## config.mk

```make
export PLATFORM = sky130hd
export DESIGN_NAME = phase_lock_monitor
export DESIGN_NICKNAME = d
export VERILOG_FILES = /design/src/rtl/plm_pkg.sv /design/src/rtl/plm_stat.sv /design/src/rtl/plm_scale.sv /design/src/rtl/plm_filter.sv /design/src/rtl/plm_hyst.sv /design/src/rtl/phase_lock_monitor.sv
export SDC_FILE = /design/constraint.sdc
export NUM_CORES = 1
export LEC_CHECK = 0
export BUFFER_PORTS_ARGS = -buffer_cell sky130_fd_sc_hd__buf_2
export CORE_MARGIN = 3
export CORE_UTILIZATION = 60
export CTS_BUF_LIST = sky130_fd_sc_hd__clkbuf_8
export DETAILED_ROUTE_END_ITERATION = 16
export GPL_TIMING_DRIVEN = 0
export HOLD_SLACK_MARGIN = 0.12
export PLACE_DENSITY = 0.79
export REMOVE_ABC_BUFFERS = 1
export SYNTH_ARGS = -nofsm -noshare
export SYNTH_HDL_FRONTEND = slang
export SYNTH_SLANG_ARGS = --single-unit
```

## constraint.sdc

```tcl
create_clock -name clk -period 12 [get_ports clk]
set_input_delay 1.2 -clock clk [delete_from_list [all_inputs] [get_ports clk]]
set_output_delay 1.2 -clock clk [all_outputs]
set_load 0.1 [all_outputs]
```

## src/rtl/plm_pkg.sv

```systemverilog
package plm_pkg;

  // Fractional bits of the amplitude-relative level coefficients
  localparam int PLM_COEF_FB = 10;
  localparam int PLM_COEF_W  = 11;

  // Level coefficients relative to A, scaled by 2^PLM_COEF_FB
  localparam logic [PLM_COEF_W-1:0] PLM_K_PRESET = 11'd1792; // 1.75
  localparam logic [PLM_COEF_W-1:0] PLM_K_DROP   = 11'd1843; // 1.8
  localparam logic [PLM_COEF_W-1:0] PLM_K_GAIN   = 11'd1859; // 1.815

  localparam int PLM_NUM_LEVELS = 3;

  typedef enum logic {
    PLM_SEARCH = 1'b0,
    PLM_LOCKED = 1'b1
  } plm_state_e;

  function automatic logic [PLM_COEF_W-1:0] plm_level_coef(input int idx);
    case (idx)
      0:       return PLM_K_PRESET;
      1:       return PLM_K_DROP;
      default: return PLM_K_GAIN;
    endcase
  endfunction

endpackage

```

## src/rtl/plm_stat.sv

```systemverilog
module plm_stat #(
  parameter int W = 12
) (
  input  logic signed [W-1:0] s_i,
  input  logic signed [W-1:0] s_q,
  output logic        [W:0]   z
);

  // Magnitude widened by one bit so that the most negative input is exact
  function automatic logic [W:0] mag(input logic signed [W-1:0] v);
    logic [W:0] e;
    e = {v[W-1], v};
    return v[W-1] ? (~e + 1'b1) : e;
  endfunction

  // Re(y * conj(sgn(I) + j sgn(Q))) = |I| + |Q|
  function automatic logic [W:0] quad_stat(input logic signed [W-1:0] a,
                                           input logic signed [W-1:0] b);
    return mag(a) + mag(b);
  endfunction

  assign z = quad_stat(s_i, s_q);

endmodule

```

## src/rtl/plm_scale.sv

```systemverilog
module plm_scale #(
  parameter int                             W    = 12,
  parameter logic [plm_pkg::PLM_COEF_W-1:0] COEF = 11'd1024
) (
  input  logic [W-1:0] amp,
  output logic [W:0]   level
);
  import plm_pkg::*;

  localparam int PW = W + PLM_COEF_W;

  function automatic logic [W:0] scale_amp(input logic [W-1:0] a);
    logic [PW-1:0] p;
    p = {{PLM_COEF_W{1'b0}}, a} * {{W{1'b0}}, COEF};
    return p[W+PLM_COEF_FB:PLM_COEF_FB];
  endfunction

  assign level = scale_amp(amp);

endmodule

```

## src/rtl/plm_filter.sv

```systemverilog
module plm_filter #(
  parameter int W  = 12,
  parameter int SW = 3
) (
  input  logic          clk,
  input  logic          rst_n,
  input  logic          valid,
  input  logic [W:0]    z,
  input  logic [W:0]    preset,
  input  logic [SW-1:0] sh,
  output logic [W:0]    metric,
  output logic [W:0]    l_next
);

  localparam int MW = W + 1;

  logic [MW-1:0] l_q;
  logic          primed_q;
  logic [MW-1:0] l_cur;

  // One recursion step: cur + floor((zin - cur) / 2^n), clamped to range
  function automatic logic [MW-1:0] smooth(input logic [MW-1:0] cur,
                                           input logic [MW-1:0] zin,
                                           input logic [SW-1:0] n);
    logic signed [MW+1:0] d;
    logic signed [MW+1:0] st;
    logic signed [MW+1:0] nx;
    d  = $signed({2'b00, zin}) - $signed({2'b00, cur});
    st = d >>> n;
    nx = $signed({2'b00, cur}) + st;
    if (nx[MW+1])    return '0;
    else if (nx[MW]) return '1;
    else             return nx[MW-1:0];
  endfunction

  assign l_cur  = primed_q ? l_q : preset;
  assign l_next = smooth(l_cur, z, sh);
  assign metric = l_cur;

  always_ff @(posedge clk or negedge rst_n) begin
    if (!rst_n) begin
      l_q      <= '0;
      primed_q <= 1'b0;
    end else if (valid) begin
      l_q      <= l_next;
      primed_q <= 1'b1;
    end
  end


  metric_between_chk: assert property (@(posedge clk) disable iff (!rst_n)
    valid |=> ((metric >= (($past(z) < $past(l_cur)) ? $past(z) : $past(l_cur))) &&
               (metric <= (($past(z) < $past(l_cur)) ? $past(l_cur) : $past(z)))));


  metric_hold_chk: assert property (@(posedge clk) disable iff (!rst_n)
    (primed_q && !valid) |=> $stable(metric));

endmodule

```

## src/rtl/plm_hyst.sv

```systemverilog
module plm_hyst #(
  parameter int W = 12
) (
  input  logic       clk,
  input  logic       rst_n,
  input  logic       valid,
  input  logic [W:0] cand,
  input  logic [W:0] lo_thr,
  input  logic [W:0] hi_thr,
  output logic       locked
);
  import plm_pkg::*;

  plm_state_e st_q, st_n;

  always_comb begin
    st_n = st_q;
    if (valid) begin
      case (st_q)
        PLM_SEARCH: if (cand > hi_thr) st_n = PLM_LOCKED;
        PLM_LOCKED: if (cand < lo_thr) st_n = PLM_SEARCH;
        default:    st_n = PLM_SEARCH;
      endcase
    end
  end

  always_ff @(posedge clk or negedge rst_n) begin
    if (!rst_n) st_q <= PLM_SEARCH;
    else        st_q <= st_n;
  end

  assign locked = (st_q == PLM_LOCKED);


  lock_gain_chk: assert property (@(posedge clk) disable iff (!rst_n)
    $rose(locked) |-> ($past(valid) && ($past(cand) > $past(hi_thr))));


  lock_drop_chk: assert property (@(posedge clk) disable iff (!rst_n)
    $fell(locked) |-> ($past(valid) && ($past(cand) < $past(lo_thr))));


  lock_idle_chk: assert property (@(posedge clk) disable iff (!rst_n)
    !valid |=> $stable(locked));

endmodule

```

## src/rtl/phase_lock_monitor.sv

```systemverilog
module phase_lock_monitor #(
  parameter int W  = 12,
  parameter int SW = 3
) (
  input  logic                clk,
  input  logic                rst_n,
  input  logic                sym_valid,
  input  logic signed [W-1:0] sym_i,
  input  logic signed [W-1:0] sym_q,
  input  logic        [W-1:0] ref_amp,
  input  logic       [SW-1:0] shift_sel,
  output logic          [W:0] metric,
  output logic                locked
);
  import plm_pkg::*;

  // Amplitude-scaled levels: 0 preset, 1 drop threshold, 2 gain threshold
  logic [W:0] level [PLM_NUM_LEVELS];
  logic [W:0] z;
  logic [W:0] l_next;

  for (genvar g = 0; g < PLM_NUM_LEVELS; g++) begin : g_level
    plm_scale #(.W(W), .COEF(plm_level_coef(g))) u_scale (
      .amp   (ref_amp),
      .level (level[g])
    );
  end

  plm_stat #(.W(W)) u_stat (
    .s_i (sym_i),
    .s_q (sym_q),
    .z   (z)
  );

  plm_filter #(.W(W), .SW(SW)) u_filter (
    .clk    (clk),
    .rst_n  (rst_n),
    .valid  (sym_valid),
    .z      (z),
    .preset (level[0]),
    .sh     (shift_sel),
    .metric (metric),
    .l_next (l_next)
  );

  plm_hyst #(.W(W)) u_hyst (
    .clk    (clk),
    .rst_n  (rst_n),
    .valid  (sym_valid),
    .cand   (l_next),
    .lo_thr (level[1]),
    .hi_thr (level[2]),
    .locked (locked)
  );


  reset_flag_chk: assert property (@(posedge clk)
    !rst_n |-> !locked);

endmodule

```

==> run_results.csv <==
group,metric,value,unit
synth,synth_top_family_by_area,"adder cells",
synth,synth-compound-area-share,18.97,%
global_route,antenna_found_initial,0,
drt,routed_wl,18690,um
sta,tightest_slew,0.9896,ns
clock_network,cts_tree,"done",
final_layout,drive_above_1_share,10.90,%
sta,max_freq,95.61,MHz
global_route,grt_pass1_wl,31030,um
place,port_buffers,55,
synth,seq_area_frac_synth,4.531,%
sta,slew_headroom,34.03,%
sta,hold_viol_final,0,
floorplan,die_area,0.01525,mm^2
critical_path,worstReg2RegEnd,"u_hyst.locked",
sta,finalCritPeriodShare,87.16,%
synth,async_reset_ff_share,100.0,%
critical_path,required,12.13,ns
synth,netlist.top_cell.by_area,"ha_1",
sta,setup_viol,0,
clock_network,ctsRootBufferMaster,"clkbuf_8",
drt,via_per_inst,5.824,
drt,drt_iter0_drc,313,
critical_path,cp_slowest_stage_delay,0.64,ns
drt,drt.antenna.violating_nets,0,
sta,finClkSkew,0.002007,ns
place,post-place-cells,1181,
global_route,grt_pass1_vias,6613,
synth,synth-main-ff-cell,"dfrtp_1",
sta,rsz0062_at_grt,"no",
drt,wl_per_cell,15.77,um
final_layout,final_cell_mix,"ha_1, inv_1, fa_1",
critical_path,cp-start-kind,"input pin",
clock_network,clkLatencyLatePin,0.25,ns
final_layout,final_common_cell,"ha_1",
final_layout,fillers,1187,
critical_path,r2r_cells,32,
outcome,status,"completed",
global_route,grt_usage,25.31,%
synth,yosys.area_share.simple,13.68,%
synth,synth_edf_count,0,
clock_network,ctsHoldBuffers,0,
run,max_cap_violations,0,
clock_network,cts-buffers-inserted,3,
place,gp_congestion,0.8703,
synth,postSynthCellCount,962,
clock_network,cts_num_sinks,15,
clock_network,clock_path_buffers,2,
sta,fin_setup_tns,0,ns
drt,vias,6902,
synth,synth_warnings,0,
floorplan,die_h,123.5,um
min_path,min_to,"u_filter.l_q[0]",
min_path,hold_path.class,"flop to flop",
critical_path,r2r_start,"u_filter.primed_q",
synth,synthTopCellsByArea,"ha_1, fa_1, xnor2_1",
critical_path,worstSetupEndpointType,"flop",
floorplan,core,0.01335,mm^2
floorplan,start_util,62.06,%
critical_path,cp.arrival,10.59,ns
critical_path,critPathSlowestCell,"fa_1",
place,dp_hpwl,16690,um
final_layout,area_delta_synth_final,5.890,%
final_layout,nets,1302,
final_layout,final_cells,1185,
critical_path,timing_worst_setup_path_type,"input pin to flop",
drt,drt_pre_antenna_iters,5,
synth,synthMuxAreaShare,4.833,%
sta,finalCriticalPeriod,10.46,ns
floorplan,top_level_ports,56,
global_route,grt_start_max_net_pins,25,
synth,synth_xor_area_share,7.793,%
synth,ys_ff_latch,15,
sta,final_max_slew_viol_count,0,
min_path,min-delay-start,"u_filter.l_q[0]",
synth,avgSynthCellArea,8.611,um^2
synth,synth_top_area_share,28.09,%
final_layout,antenna_cells,0,
critical_path,reg2reg_slack,3.44,ns
synth,yosys.area_share.adder,43.92,%
clock_network,cts_setup_buffers,0,
synth,synth_cell_type_count,74,
critical_path,crit_fanout,9,
floorplan,die_w,123.5,um
floorplan,core.rowCount,42,
drt,drc_errors,0,
clock_network,cts_resized,0,
global_route,grt_overflow,0,
synth,syn-cell-area,0.008284,mm^2
min_path,hold_path_depth,2,
clock_network,htreeDepth,1,
clock_network,path_clk_slew,0.06,ns
-- per-layer routing --
| layer | vias to the layer above | wire, um | GRT usage, % |
|---|---|---|---|
| met5 | - | 0 | 0 |
| met4 | 0 | 396 | 4.983 |
| met3 | 26 | 853 | 2.928 |
| met2 | 148 | 8568 | 41.62 |
| met1 | 3195 | 8870 | 36.10 |
| li1 | 3533 | - | - |
-- how the worst max path moves through the flow --
stage / cells past startpoint / start / end
6_report: 40 / ref_amp[0] / u_hyst.locked
4_1_cts: 40 / ref_amp[0] / u_hyst.locked
3_5_place_dp: 40 / ref_amp[0] / u_hyst.locked
2_1_floorplan: 33 / ref_amp[4] / u_hyst.locked
5_1_grt: 39 / ref_amp[0] / u_hyst.locked
3_3_place_gp: 38 / ref_amp[4] / u_hyst.locked
-- through the flow --
stage	setup slack [ns]	instance area (um^2)	utilization (%)	hold WS [ns]
6_report	1.541	8772	65.72	0.4874
5_1_grt	0.9083	8772	65.72	0.5158
4_1_cts	1.630	8772	65.72	0.4910
3_5_place_dp	1.406	8726	65.37	0.4763
3_3_place_gp	1.576	8726	65.37	0.4648
2_1_floorplan	1.459	8230	-	0.4438
-- cells in the mapped netlist, drive strengths merged (6+ instances only) --
cell	n
dfrtp	15
clkbuf	9
or2	10
ha	186
and2	7
nor2	55
nand3	11
xnor2	55
inv	123
o211ai	7
fa	64
o31ai	10
a211oi	14
mux2	22
mux2i	14
nand4	7
a21oi	61
nor4	6
o21ai	46
and3	9
nand2	46
o2111ai	6
nor3	14
a21o	23
a31oi	7
nor2b	15
o21a	14
nand2b	16
or3	12
xor2	17
-- critical path, delay by kind of cell --
family,cells,cell delay [ns]
AOI/OAI and AO/OA,16,3.34
adders and majority gates,6,2.45
buffers and inverters,4,0.42
muxes,4,0.80
and+or+nand+nor,10,2.37
-- sequential cells by signal, summed over array words and instances, names as in the netlist --
name               cells
u_filter.l_q          13
u_filter.primed_q      1
u_hyst.locked          1
-- cell families after synthesis --
| logic type | after synthesis |
|---|---|
| multiplexers | 36 |
| AO/OA/AOI/OAI | 229 |
| buffers and inverters | 136 |
| flip-flops | 15 |
| AND/OR/NAND/NOR | 221 |
| adder cells (fa/ha/maj) | 253 |
| XOR/XNOR | 72 |
-- cell type report --
| cell class | count | area [um^2] | area share (%) |
|---|---|---|---|
| multi-input cells | 811 | 7390 | 84.24 |
| inverters | 124 | 465.4 | 5.306 |
| flip-flops and latches | 15 | 375.4 | 4.279 |
| repair buffers | 55 | 275.3 | 3.138 |
| well taps | 176 | 220.2 | 2.510 |
| clock buffers | 3 | 41.29 | 0.4707 |
| clock inverters | 1 | 5.005 | 0.05705 |
Power is left out: the tool's default activity adds up to more than one toggle a clock period on the data nets, which glitch-free logic cannot reach.
